**config.mk**
```make
export PLATFORM = sky130hd
export DESIGN_NAME = txring_walker
export DESIGN_NICKNAME = d
export VERILOG_FILES = /design/src/rtl/txr_pkg.sv /design/src/rtl/txr_seq.sv /design/src/rtl/txr_ptr.sv /design/src/rtl/txr_irq.sv /design/src/rtl/txring_walker.sv
export SDC_FILE = /design/constraint.sdc
export NUM_CORES = 1
export LEC_CHECK = 0
export BUFFER_PORTS_ARGS = -buffer_cell sky130_fd_sc_hd__buf_2
export CORE_ASPECT_RATIO = 0.9
export CORE_MARGIN = 2
export CORE_UTILIZATION = 35
export DETAILED_ROUTE_END_ITERATION = 10
export GPL_ROUTABILITY_DRIVEN = 0
export GPL_TIMING_DRIVEN = 0
export HOLD_SLACK_MARGIN = 0.15
export PLACE_DENSITY_LB_ADDON = 0.15
export RECOVER_POWER = 25
export REMOVE_ABC_BUFFERS = 1
export SYNTH_ARGS = -nofsm -noshare
export SYNTH_HDL_FRONTEND = slang
export SYNTH_HIERARCHICAL = 1
export SYNTH_SLANG_ARGS = --single-unit
```
**constraint.sdc**
```tcl
create_clock -name clk -period 2.2 [get_ports clk]
set_input_delay 0.11 -clock clk [delete_from_list [all_inputs] [get_ports clk]]
set_output_delay 0.11 -clock clk [all_outputs]
set_load 0.02 [all_outputs]
```
**src/rtl/txr_pkg.sv**
```systemverilog
// Shared types and descriptor layout constants for the transmit ring walker.
// Assumes descriptors of four 32-bit words, byte addressed.
package txr_pkg;
    localparam int DW      = 32;
    localparam int OWN_BIT = 31;
    localparam int INT_W   = 1;
    localparam int INT_DONE = 0;

    typedef enum logic [2:0] {
        ST_IDLE,
        ST_READ,
        ST_CAPT,
        ST_WBACK,
        ST_FIN
    } walk_state_t;
endpackage

```
**src/rtl/txr_seq.sv**
```systemverilog
// Walk sequencer: fetches descriptor words one at a time, emits a record per
// owned descriptor, writes back the cleared status word and follows the link.
// Assumes a memory that answers each read with mem_rvalid some cycles later
// and accepts writes in the request cycle.
module txr_seq
    import txr_pkg::*;
#(
    parameter int AW    = 32,
    parameter int LEN_W = 11
) (
    input  logic          clk,
    input  logic          rst_n,
    input  logic          go,
    input  logic [AW-1:0] start_ptr,
    input  logic          mem_rvalid,
    input  logic [DW-1:0] mem_rdata,
    output logic          mem_req,
    output logic          mem_we,
    output logic [AW-1:0] mem_addr,
    output logic [DW-1:0] mem_wdata,
    output logic          rec_valid,
    output logic [AW-1:0] rec_addr,
    output logic [LEN_W-1:0] rec_len,
    output logic          busy,
    output logic          done,
    output logic          ptr_ld,
    output logic [AW-1:0] ptr_val
);
    localparam logic [DW-1:0] OWN_MASK = DW'(1) << OWN_BIT;

    walk_state_t      state;
    logic [1:0]       widx;
    logic [AW-1:0]    base;
    logic [DW-1:0]    w_stat;
    logic [LEN_W-1:0] w_len;
    logic [AW-1:0]    w_buf;
    logic [AW-1:0]    w_nxt;

    // State, word index and captured descriptor fields.
    always_ff @(posedge clk) begin
        if (!rst_n) begin
            state  <= ST_IDLE;
            widx   <= '0;
            base   <= '0;
            w_stat <= '0;
            w_len  <= '0;
            w_buf  <= '0;
            w_nxt  <= '0;
        end else begin
            case (state)
                ST_IDLE: begin
                    if (go) begin
                        base  <= start_ptr;
                        widx  <= '0;
                        state <= ST_READ;
                    end
                end
                ST_READ: state <= ST_CAPT;
                ST_CAPT: begin
                    if (mem_rvalid) begin
                        case (widx)
                            2'd0: begin
                                w_stat <= mem_rdata;
                                if (mem_rdata[OWN_BIT]) begin
                                    widx  <= 2'd1;
                                    state <= ST_READ;
                                end else begin
                                    state <= ST_FIN;
                                end
                            end
                            2'd1: begin
                                w_len <= mem_rdata[LEN_W-1:0];
                                widx  <= 2'd2;
                                state <= ST_READ;
                            end
                            2'd2: begin
                                w_buf <= mem_rdata[AW-1:0];
                                widx  <= 2'd3;
                                state <= ST_READ;
                            end
                            default: begin
                                w_nxt <= mem_rdata[AW-1:0];
                                state <= ST_WBACK;
                            end
                        endcase
                    end
                end
                ST_WBACK: begin
                    base  <= w_nxt;
                    widx  <= '0;
                    state <= ST_READ;
                end
                ST_FIN:  state <= ST_IDLE;
                default: state <= ST_IDLE;
            endcase
        end
    end

    // Memory port, record and pointer-update outputs decoded from the state.
    always_comb begin
        mem_req   = 1'b0;
        mem_we    = 1'b0;
        mem_addr  = base + {{(AW-4){1'b0}}, widx, 2'b00};
        mem_wdata = w_stat & ~OWN_MASK;
        rec_valid = 1'b0;
        ptr_ld    = 1'b0;
        if (state == ST_READ) begin
            mem_req = 1'b1;
        end else if (state == ST_WBACK) begin
            mem_req   = 1'b1;
            mem_we    = 1'b1;
            mem_addr  = base;
            rec_valid = 1'b1;
            ptr_ld    = 1'b1;
        end
    end

    assign rec_addr = w_buf;
    assign rec_len  = w_len;
    assign ptr_val  = w_nxt;
    assign busy     = (state != ST_IDLE);
    assign done     = (state == ST_FIN);
endmodule

```
**src/rtl/txr_ptr.sv**
```systemverilog
// Current-descriptor pointer: loaded by software while idle, advanced by the
// walker after every consumed descriptor. Assumes walker updates win.
module txr_ptr #(
    parameter int AW = 32
) (
    input  logic          clk,
    input  logic          rst_n,
    input  logic          busy,
    input  logic          sw_wr,
    input  logic [AW-1:0] sw_data,
    input  logic          hw_ld,
    input  logic [AW-1:0] hw_data,
    output logic [AW-1:0] ptr
);
    // Pointer register with walker priority and a software load gated by idle.
    always_ff @(posedge clk) begin
        if (!rst_n)
            ptr <= '0;
        else if (hw_ld)
            ptr <= hw_data;
        else if (sw_wr && !busy)
            ptr <= sw_data;
    end
endmodule

```
**src/rtl/txr_irq.sv**
```systemverilog
// Interrupt status (write-1-to-clear, set wins) and enable registers, and the
// combined request line. Assumes set inputs are single-cycle events.
module txr_irq #(
    parameter int INT_W = 1
) (
    input  logic             clk,
    input  logic             rst_n,
    input  logic [INT_W-1:0] set_vec,
    input  logic             clr_wr,
    input  logic [INT_W-1:0] clr_data,
    input  logic             en_wr,
    input  logic [INT_W-1:0] en_data,
    output logic [INT_W-1:0] status,
    output logic [INT_W-1:0] enable,
    output logic             irq
);
    logic [INT_W-1:0] clr_mask;

    // Clear mask is only live during a clear write.
    always_comb clr_mask = clr_wr ? clr_data : '0;

    // Status bits: clear first, then set so a coincident event is not lost.
    always_ff @(posedge clk) begin
        if (!rst_n)
            status <= '0;
        else
            status <= (status & ~clr_mask) | set_vec;
    end

    // Enable register written directly by software.
    always_ff @(posedge clk) begin
        if (!rst_n)
            enable <= '0;
        else if (en_wr)
            enable <= en_data;
    end

    assign irq = |(status & enable);
endmodule

```
**src/rtl/txring_walker.sv**
```systemverilog
// Top of the transmit descriptor ring walker: sequencer, saved pointer and
// interrupt registers. Assumes AW between 5 and 32.
module txring_walker
    import txr_pkg::*;
#(
    parameter int AW    = 32,
    parameter int LEN_W = 11
) (
    input  logic             clk,
    input  logic             rst_n,
    input  logic             go,
    input  logic             cur_wr,
    input  logic [AW-1:0]    cur_wdata,
    output logic [AW-1:0]    cur_ptr,
    input  logic             int_en_wr,
    input  logic [INT_W-1:0] int_en_wdata,
    input  logic             int_clr_wr,
    input  logic [INT_W-1:0] int_clr_wdata,
    output logic [INT_W-1:0] int_status,
    output logic             irq,
    output logic             busy,
    output logic             mem_req,
    output logic             mem_we,
    output logic [AW-1:0]    mem_addr,
    output logic [DW-1:0]    mem_wdata,
    input  logic             mem_rvalid,
    input  logic [DW-1:0]    mem_rdata,
    output logic             rec_valid,
    output logic [AW-1:0]    rec_addr,
    output logic [LEN_W-1:0] rec_len
);
    logic             walk_done;
    logic             ptr_ld;
    logic [AW-1:0]    ptr_val;
    logic [INT_W-1:0] set_vec;
    logic [INT_W-1:0] int_en_q;

    // Map the walk-done event onto its status bit.
    always_comb begin
        set_vec           = '0;
        set_vec[INT_DONE] = walk_done;
    end

    txr_seq #(.AW(AW), .LEN_W(LEN_W)) u_seq (
        .clk        (clk),
        .rst_n      (rst_n),
        .go         (go),
        .start_ptr  (cur_ptr),
        .mem_rvalid (mem_rvalid),
        .mem_rdata  (mem_rdata),
        .mem_req    (mem_req),
        .mem_we     (mem_we),
        .mem_addr   (mem_addr),
        .mem_wdata  (mem_wdata),
        .rec_valid  (rec_valid),
        .rec_addr   (rec_addr),
        .rec_len    (rec_len),
        .busy       (busy),
        .done       (walk_done),
        .ptr_ld     (ptr_ld),
        .ptr_val    (ptr_val)
    );

    txr_ptr #(.AW(AW)) u_ptr (
        .clk     (clk),
        .rst_n   (rst_n),
        .busy    (busy),
        .sw_wr   (cur_wr),
        .sw_data (cur_wdata),
        .hw_ld   (ptr_ld),
        .hw_data (ptr_val),
        .ptr     (cur_ptr)
    );

    txr_irq #(.INT_W(INT_W)) u_irq (
        .clk      (clk),
        .rst_n    (rst_n),
        .set_vec  (set_vec),
        .clr_wr   (int_clr_wr),
        .clr_data (int_clr_wdata),
        .en_wr    (int_en_wr),
        .en_data  (int_en_wdata),
        .status   (int_status),
        .enable   (int_en_q),
        .irq      (irq)
    );
endmodule

```
# [Word level (Yosys, flattened, before mapping)]
# Index checks and enable logic that the tools add are counted.
[totals] ff_bits=177 input_bits=73 output_inout_bits=145 wordCells=63
[op_classes] n_addsub=1 n_eq_ne=10 mux=20 bitwise_logic=5 n_reduce_logical=17
[ops] operator="$mux 32" count=5
[ops] operator="$pmux 32 s2" count=1
[ops] operator="$add 32x4->32" count=1
[ops] operator="$pmux 2 s3" count=2
[ops] operator="$pmux 3 s4" count=1
[ops] operator="$reduce_and 3->1" count=4
[ops] operator="$mux 3" count=3
[ops] operator="$eq 3x2->1 const B" count=2
[ops] operator="$mux 2" count=3
[ops] operator="$pmux 3 s2" count=1
[ops] operator="$reduce_bool 3->1" count=2
[ops] operator="$reduce_and 5->1" count=1
[ops] operator="$mux 1" count=4
[ops] operator="$ne 2x2->1 const B" count=2
[ops] operator="$ne 4x1->1 const B" count=1
[ops] operator="$reduce_and 2->1" count=2
[ops] operator="$reduce_bool 2->1" count=2
[ops] operator="$eq 3x1->1 const B" count=1
[ops] operator="$eq 3x3->1 const B" count=1
[ops] operator="$logic_not 3->1" count=1
[ops] operator="$ne 3x3->1 const B" count=1
[ops] operator="$reduce_or 3->1" count=1
[ops] operator="$and 1x1->1" count=2
[ops] operator="$eq 2x1->1 const B" count=1
[ops] operator="other kinds (7)" count=8

# [Logic depth before layout (Yosys ltp)]
# Gate-level depths: netlist (run 1).
[depth] word_depth=5 depth_mapped=11 depth_no_buf=6

# [Hierarchy]
# The synthesis (run 1) kept the hierarchy.
[modules_own_cells] module="txr_seq" n_inst=1 cells_each=792 area_per_inst_um2=6462.4 seq_area_each_um2=2862.7
[modules_own_cells] module="txr_ptr" n_inst=1 cells_each=143 area_per_inst_um2=1403.8 seq_area_each_um2=640.6
[modules_own_cells] module="txr_irq" n_inst=1 cells_each=8 area_per_inst_um2=77.6 seq_area_each_um2=40.0

# [Worst setup path after synthesis (run 1)]
# OpenSTA, ideal clock, no wires.
[synth_timing] path_type="reg2out" from="register u_seq.widx[0]" to="output mem_addr[26]" arrival_ns=2.114 t_required_ns=2.090 path_slack_ns=-0.024 stages_incl_launch_ff=8 n_path_buf=1 path_cell_list="dfxtp_1 ha_1 inv_1 fa_1 or3_1 buf_2 nor4_4 xor2_1"
[synth_via] elab_chain_len=3
[synth_rtl] item="from (decl)" line_no="txr_seq.sv:32" rtl="logic [1:0] widx;"
[synth_rtl] item="from (signal assigned)" line_no="txr_seq.sv:43" rtl="widx <= '0;"
[synth_rtl] item="from (signal assigned)" line_no="txr_seq.sv:54" rtl="widx <= '0;"
[synth_rtl] item="from (signal assigned)" line_no="txr_seq.sv:65" rtl="widx <= 2'd1;"
[synth_rtl] item="$add 32x4->32 *" line_no="txr_seq.sv:103" rtl="mem_addr = base + {{(AW-4){1'b0}}, widx, 2'b00};"
[synth_rtl] item="$mux 32" line_no="txr_seq.sv:109" rtl="end else if (state == ST_WBACK) begin"
[synth_rtl] item="$mux 32 *" line_no="txr_seq.sv:107" rtl="if (state == ST_READ) begin"
[synth_rtl] item="to (decl)" line_no="txring_walker.sv:24" rtl="output logic [AW-1:0] mem_addr,"
# Mark *: on every way between the ends. The rest lies on a longest branch, timed or not.

# [Worst setup path in the final report (run 1)]
[layout_timing] from="register u_seq.widx[0]" to="output mem_addr[8]"
# The elaborated chain is that of the path after synthesis.

==> run_results.csv, run 1 <==
group,metric,value,unit
finish,drive_above_1_share,22.9,%
global_routing,grt_usage,21.8,%
timing,fin_skew,9.39,ps
finish,num_antenna_cells,0,
critical_path,crit_required,2090,ps
cts,cts_root_buf,"clkbuf_16",
synth,syn_inst,943,
critical_path,reg2reg_depth,6,
die,pin_count,218,
synth,synthTopCellsByArea,"dfxtp_1, nand2_1, a21boi_0",
finish,fin_nets,1298,
cts,numClockSinks,177,
synth,seq_area_frac_synth,44.6,%
timing,post-route-min-period,2430,ps
drt,drt_iter0_markers,460,
global_routing,grt_pass1_vias,7256,
synth,synth.avg_cell_area,8.42,sq um
timing,finalHoldViolations,0,
timing,fin_ws,-227,ps
critical_path,critPathKind,"register to primary output",
global_routing,gr-total-overflow,0,
cts,tritoncts,"built",
timing,worstMarginPinSlew,867,ps
run_status,violations,"negative setup slack",
critical_path,cp_max_fo,5,
placed_design,place_area,0.00915,sq mm
timing,max_freq,412,MHz
synth,async_flop_share,0,%
drt,postRouteAntennaNets,0,
die,dieArea,0.0239,sq mm
run_status,status,"finished with violations",
finish,fin_area,0.0111,sq mm
finish,multiInputGateArea,0.00421,sq mm
finish,final_cell_mix,"nand2_1, dfxtp_1, buf_2",
critical_path,ff2ff_setup_slack,160,ps
synth,synth_edf_count,0,
min_path,hold_class,"input pin to register",
critical_path,worstReg2RegStart,"u_seq/state[2]$_SDFFE_PN0P_",
drt,drcViolationCount,0,
global_routing,grt_first_pass_wirelength,40800,um
synth,synth_top_area_share,44.6,%
global_routing,grt_antenna_before_repair,0,
drt,first_pass_iters,6,
timing,slew-limit-headroom,42.0,%
timing,whs,172,ps
finish,fillerInstances,2247,
drt,vias,7449,
pwr,powerDensity,716,mW/mm^2
synth,synth_ff_type,"dfxtp_1",
cts,cts_made_buffers,17,
cts,clk_latency,420,ps
synth,ys_ff_latch,177,
drt,wire_per_inst,17.0,um
synth,yosys.area.top_type,"dfxtp_1",
die,start_util,35.5,%
global_routing,grt_max_degree,94,
pwr,total_power,7.93,mW
pwr,ir_drop,0.459,mV
placed_design,port_buffers,216,
timing,min_period_over_period,110,%
cts,cts.path.max_buffers,2,
timing,final.setup.tns,-2600,ps
cts,path_clk_slew,70,ps
cts,htree_levels,4,
critical_path,arrival,2320,ps
critical_path,cp-start-kind,"register",
drt,drt-total-wl,26000,um
die,fp.coreArea,0.0224,sq mm
critical_path,end_kind,"primary output",
timing,rsz0062_at_grt,"yes",
drt,viasPerCell,4.88,
run,maxCapViolCount,0,
timing,finalSetupViolCount,18,
finish,synthToLayoutAreaGrowth,39.3,%
min_path,whs_endpoint,"u_seq/ptr_val[0]$_SDFFE_PN0P_",
die,die_h,147,um
pwr,leakage,4.57,nW
min_path,hold_start,"rst_n",
die,die_x,163,um
min_path,whs_path_depth,2,
placed_design,hpwl,15800,um
critical_path,worst_r2r_endpoint,"u_seq/rec_addr[10]$_SDFFE_PN0P_",
synth,synth_cell_type_count,45,
synth,syn-cell-area,0.00794,sq mm
die,rows,52,
synth,ys_warn_count,6,
timing,drv_slew,0,
finish,ff_latch_area,0.00360,sq mm
finish,layout_commonest_cell,"nand2_1",
-- cells in the mapped netlist (9+ instances only) --
library cell,count
buf_2,18
o211a_1,32
a21oi_1,35
xor2_1,12
a21boi_0,108
nand3_1,53
dfxtp_1,177
xnor2_1,17
o21ai_0,34
mux2i_1,34
clkbuf_1,45
nand2_1,281
inv_1,9
-- routing by layer --
metal | track usage (%) | vias to the layer above | routed length, um
li1 | - | 3738 | -
met2 | 35.6 | 174 | 12200
met4 | 6.50 | 0 | 386
met1 | 29.8 | 3514 | 12300
met5 | 0 | - | 0
met3 | 3.39 | 23 | 1120
-- kinds of logic (layout without fill, tap and decap cells) --
logic type | Yosys count | in the layout | share of synthesized area [%]
DFF | 177 | 177 | 44.6
other | 1 | 1 | 0.0472
muxes | 34 | 34 | 4.28
buffers and inverters | 88 | 372 | 5.53
AOI/OAI and AO/OA | 214 | 215 | 19.1
and+or+nand+nor | 392 | 394 | 21.9
adders and majority gates | 8 | 8 | 1.35
xor gates and xnor gates | 29 | 29 | 3.20
-- layout make-up --
class	instances	area share [%]
inverter	11	0.543
multi-input combinational	681	38.1
clock inverter	14	1.27
tap	297	3.36
clock buffer	18	3.97
timing repair inverter	2	0.158
sequential	177	32.5
timing repair buffer	327	20.1
-- report_power, final --
part,internal (mW),total (mW),switching (mW)
sequential,3.36,3.51,0.152
combinational,0.611,1.36,0.753
clock,1.63,3.05,1.42
total,5.60,7.93,2.33
-- state kept, by name, indices dropped and copies added (netlist names) --
signal          cells
u_seq/w_stat       31
u_seq/state         3
u_seq/widx          2
u_seq/ptr_val      32
u_seq/rec_len      11
u_seq/base         32
u_irq/enable        1
u_seq/rec_addr     32
u_irq/status        1
u_ptr/ptr          32
-- worst max-delay path, cell delays in order, from the launching register on --
cell     delay [ps]
dfxtp_4         360
ha_4            130
inv_2            30
fa_2            350
or3_4           450
buf_6           150
buf_6           110
xnor2_2         160
buf_6           140
-- worst max path at each step --
stage,endpoint,from
global placement,u_seq/rec_addr[11]$_SDFFE_PN0P_,u_seq/state[1]$_SDFFE_PN0P_
floorplan,mem_addr[26],u_seq/state[2]$_SDFFE_PN0P_
global route,mem_addr[8],u_seq/widx[0]$_SDFFE_PN0P_
finish,mem_addr[8],u_seq/widx[0]$_SDFFE_PN0P_
CTS,mem_addr[30],u_seq/base[2]$_SDFFE_PN0P_
detailed placement,u_ptr/ptr[31]$_SDFFE_PN0P_,u_seq/state[0]$_SDFFE_PN0P_
-- per-stage QoR --
step	util [%]	std cells	setup WS (ps)
after floorplan	-	866	-786
after detailed placement	40.9	1385	-750
final	49.4	1527	-227
after CTS	49.0	1520	-264
after global placement	40.2	1379	-2680
after global routing	49.4	1527	-290
-- what timing repair did --
action,CTS,global route
cloned,5,0
endpoints found under the hold margin,143,0
pin swaps,21,21
endpoints found under the setup margin,110,135
gates resized for setup,76,43
setup buffers,28,7
hold buffers,71,0
Note: power is estimated with default switching activity, not from simulation.
==> inputs of run 2 (changes only) <==
--- a/config.mk
+++ b/config.mk
@@ -6,14 +6,13 @@
 export NUM_CORES = 1
 export LEC_CHECK = 0
 export BUFFER_PORTS_ARGS = -buffer_cell sky130_fd_sc_hd__buf_2
-export CORE_ASPECT_RATIO = 0.9
 export CORE_MARGIN = 2
 export CORE_UTILIZATION = 35
 export DETAILED_ROUTE_END_ITERATION = 10
 export GPL_ROUTABILITY_DRIVEN = 0
 export GPL_TIMING_DRIVEN = 0
 export HOLD_SLACK_MARGIN = 0.15
-export PLACE_DENSITY_LB_ADDON = 0.15
+export PLACE_DENSITY_LB_ADDON = 0.08
 export RECOVER_POWER = 25
 export REMOVE_ABC_BUFFERS = 1
 export SYNTH_ARGS = -nofsm -noshare
==> run_results.csv, run 2 (synthesized netlist as in run 1, its figures left out) <==
group,metric,value,unit
critical_path,reg2reg_depth,6,
drt,wire_per_inst,17.7,um
drt,first_pass_iters,4,
critical_path,crit_top_cell,"buf_4",
die,dieArea,0.0239,sq mm
global_routing,gr-total-overflow,0,
global_routing,grt_first_pass_wirelength,41200,um
timing,finalHoldViolations,0,
timing,slew-limit-headroom,43.1,%
cts,clk_latency,440,ps
run_status,violations,"negative setup slack",
min_path,hold_start,"cur_wr",
pwr,power_switching,2.34,mW
pwr,seq_power_share,43.9,%
drt,vias,7468,
critical_path,cp-start-kind,"register",
critical_path,cpPeakStageDelay,470,ps
placed_design,place_area,0.00914,sq mm
finish,stdcell_count,1513,
min_path,whs_path_depth,5,
timing,worstMarginPinSlew,850,ps
timing,fin_ws,-322,ps
critical_path,critical_path.slowest_cell,"or3_4",
cts,cts_root_buf,"clkbuf_16",
pwr,combPwrFrac,16.6,%
finish,fillerInstances,2267,
die,rows,55,
die,die_h,155,um
finish,fin_area,0.0111,sq mm
min_path,hold_class,"input pin to register",
die,pin_count,218,
timing,max_freq,397,MHz
drt,drt_iter0_markers,404,
critical_path,worst_r2r_endpoint,"u_seq/rec_addr[5]$_SDFFE_PN0P_",
pwr,powerDensity,725,mW/mm^2
cts,cts_made_buffers,17,
critical_path,cp_max_fo,6,
run_status,status,"finished with violations",
cts,path_clk_slew,70,ps
pwr,p_sw_share,29.2,%
finish,synthToLayoutAreaGrowth,39.1,%
drt,viasPerCell,4.94,
critical_path,ff2ff_setup_slack,150,ps
min_path,whs_endpoint,"u_ptr/ptr[21]$_SDFFE_PN0P_",
timing,drv_slew,0,
placed_design,hpwl,15800,um
critical_path,crit_required,2090,ps
timing,min_period_over_period,115,%
finish,post-route-util,49.3,%
critical_path,crit_chain,"ha_4 > inv_2 > fa_2 > or3_4 > buf_4 > nor3_4 > xnor2_2 > buf_4",
cts,numClockSinks,177,
timing,rsz0062_at_grt,"yes",
critical_path,worstReg2RegStart,"u_seq/state[0]$_SDFFE_PN0P_",
pwr,total_power,8.01,mW
critical_path,crit_buf_inv,3,
placed_design,place_ws,-1280,ps
die,start_util,35.4,%
placed_design,port_buffers,216,
drt,drcViolationCount,0,
pwr,intPower,5.67,mW
critical_path,arrival,2410,ps
pwr,ir_drop,0.476,mV
placed_design,dp_cells,1372,
global_routing,grt_max_degree,107,
timing,fin_skew,11.9,ps
finish,multiInputGateArea,0.00427,sq mm
pwr,leakage,4.66,nW
timing,post-route-min-period,2520,ps
global_routing,grt_antenna_before_repair,0,
critical_path,crit_family,"simple AND/OR/NAND/NOR gates",
finish,ff_latch_area,0.00360,sq mm
timing,finalSetupViolCount,22,
drt,drt-total-wl,26800,um
cts,htree_levels,4,
finish,layout_commonest_cell,"nand2_1",
die,fp.coreArea,0.0224,sq mm
global_routing,grt_usage,22.2,%
critical_path,critPathKind,"register to primary output",
pwr,power.share.clock,39.5,%
cts,cts.path.max_buffers,2,
finish,drive_above_1_share,23.2,%
critical_path,end_kind,"primary output",
drt,postRouteAntennaNets,0,
finish,fin_nets,1297,
cts,tritoncts,"built",
finish,num_antenna_cells,0,
run,maxCapViolCount,0,
die,die_x,155,um
global_routing,grt_pass1_vias,7283,
finish,final_cell_mix,"nand2_1, dfxtp_1, buf_2",
## run 2: changes by cell type in the layout (fill, tap and decap cells not counted), moves of 3 or more
cell	before	now
buf_6	10	6
inv_8	2	5
xnor2_1	16	12
xnor2_2	1	5
buf_2	116	123
## run 2: layer usage
layer | global-route usage [%] | vias to the layer above | routed length [um]
li1 | - | 3742 | -
met1 | 29.1 | 3513 | 12500
met2 | 36.3 | 177 | 12400
met3 | 4.88 | 36 | 1270
met4 | 7.58 | 0 | 561
met5 | 0 | - | 0
## run 2: final cells by class
cell class / instances / share of cell area [%]
flip-flops and latches: 177 / 32.6
multi-input cells: 682 / 38.6
clock buffers: 17 / 3.85
inverters: 11 / 0.543
repair buffers: 325 / 19.5
repair inverters: 2 / 0.158
well taps: 285 / 3.23
clock inverters: 14 / 1.55
## run 2: how the worst max path moves through the flow
stage | start | end | slack, ps | cells past startpoint
after floorplan | u_seq/state[2]$_SDFFE_PN0P_ | mem_addr[26] | -790 | 5
after global placement | u_seq/state[1]$_SDFFE_PN0P_ | u_seq/rec_addr[6]$_SDFFE_PN0P_ | -3060 | 4
after detailed placement | u_seq/state[0]$_SDFFE_PN0P_ | u_ptr/ptr[30]$_SDFFE_PN0P_ | -1280 | 7
after CTS | u_seq/base[2]$_SDFFE_PN0P_ | mem_addr[24] | -350 | 7
after global routing | u_seq/base[2]$_SDFFE_PN0P_ | mem_addr[26] | -390 | 7
final | u_seq/base[2]$_SDFFE_PN0P_ | mem_addr[28] | -320 | 8
## run 2: timing repair
item	CTS	global route
hold buffers	72	0
endpoints found under the setup margin	154	156
pin swaps	20	11
buffers inserted	30	4
gates cloned	5	1
hold endpoints to repair	149	0
resized for setup	90	22
## run 2: worst reg2reg max path: stages (launching register included)
cell      delay [ps]
dfxtp_4          350
buf_4            160
nor4bb_4         450
buf_4            250
and2_4           450
nand2_1          140
a21boi_0         170
## run 2: power by group through the flow
| stage | clock [mW] | combinational, mW | sequential, mW |
|---|---|---|---|
| floorplan | 0 | 0.559 | 3.64 |
| global placement | 0 | 1.09 | 3.58 |
| detailed placement | 0 | 1.11 | 3.58 |
| CTS | 3.25 | 1.33 | 3.51 |
| global route | 3.38 | 1.44 | 3.54 |
| finish | 3.16 | 1.33 | 3.52 |
## run 2: per-stage QoR
| stage | hold slack [ps] | TNS [ps] |
|---|---|---|
| after global routing | 377 | -6550 |
| final | 371 | -3840 |
| after global placement | 316 | -522890 |
| after detailed placement | 315 | -84150 |
| after floorplan | 186 | -127460 |
| after CTS | 355 | -4410 |
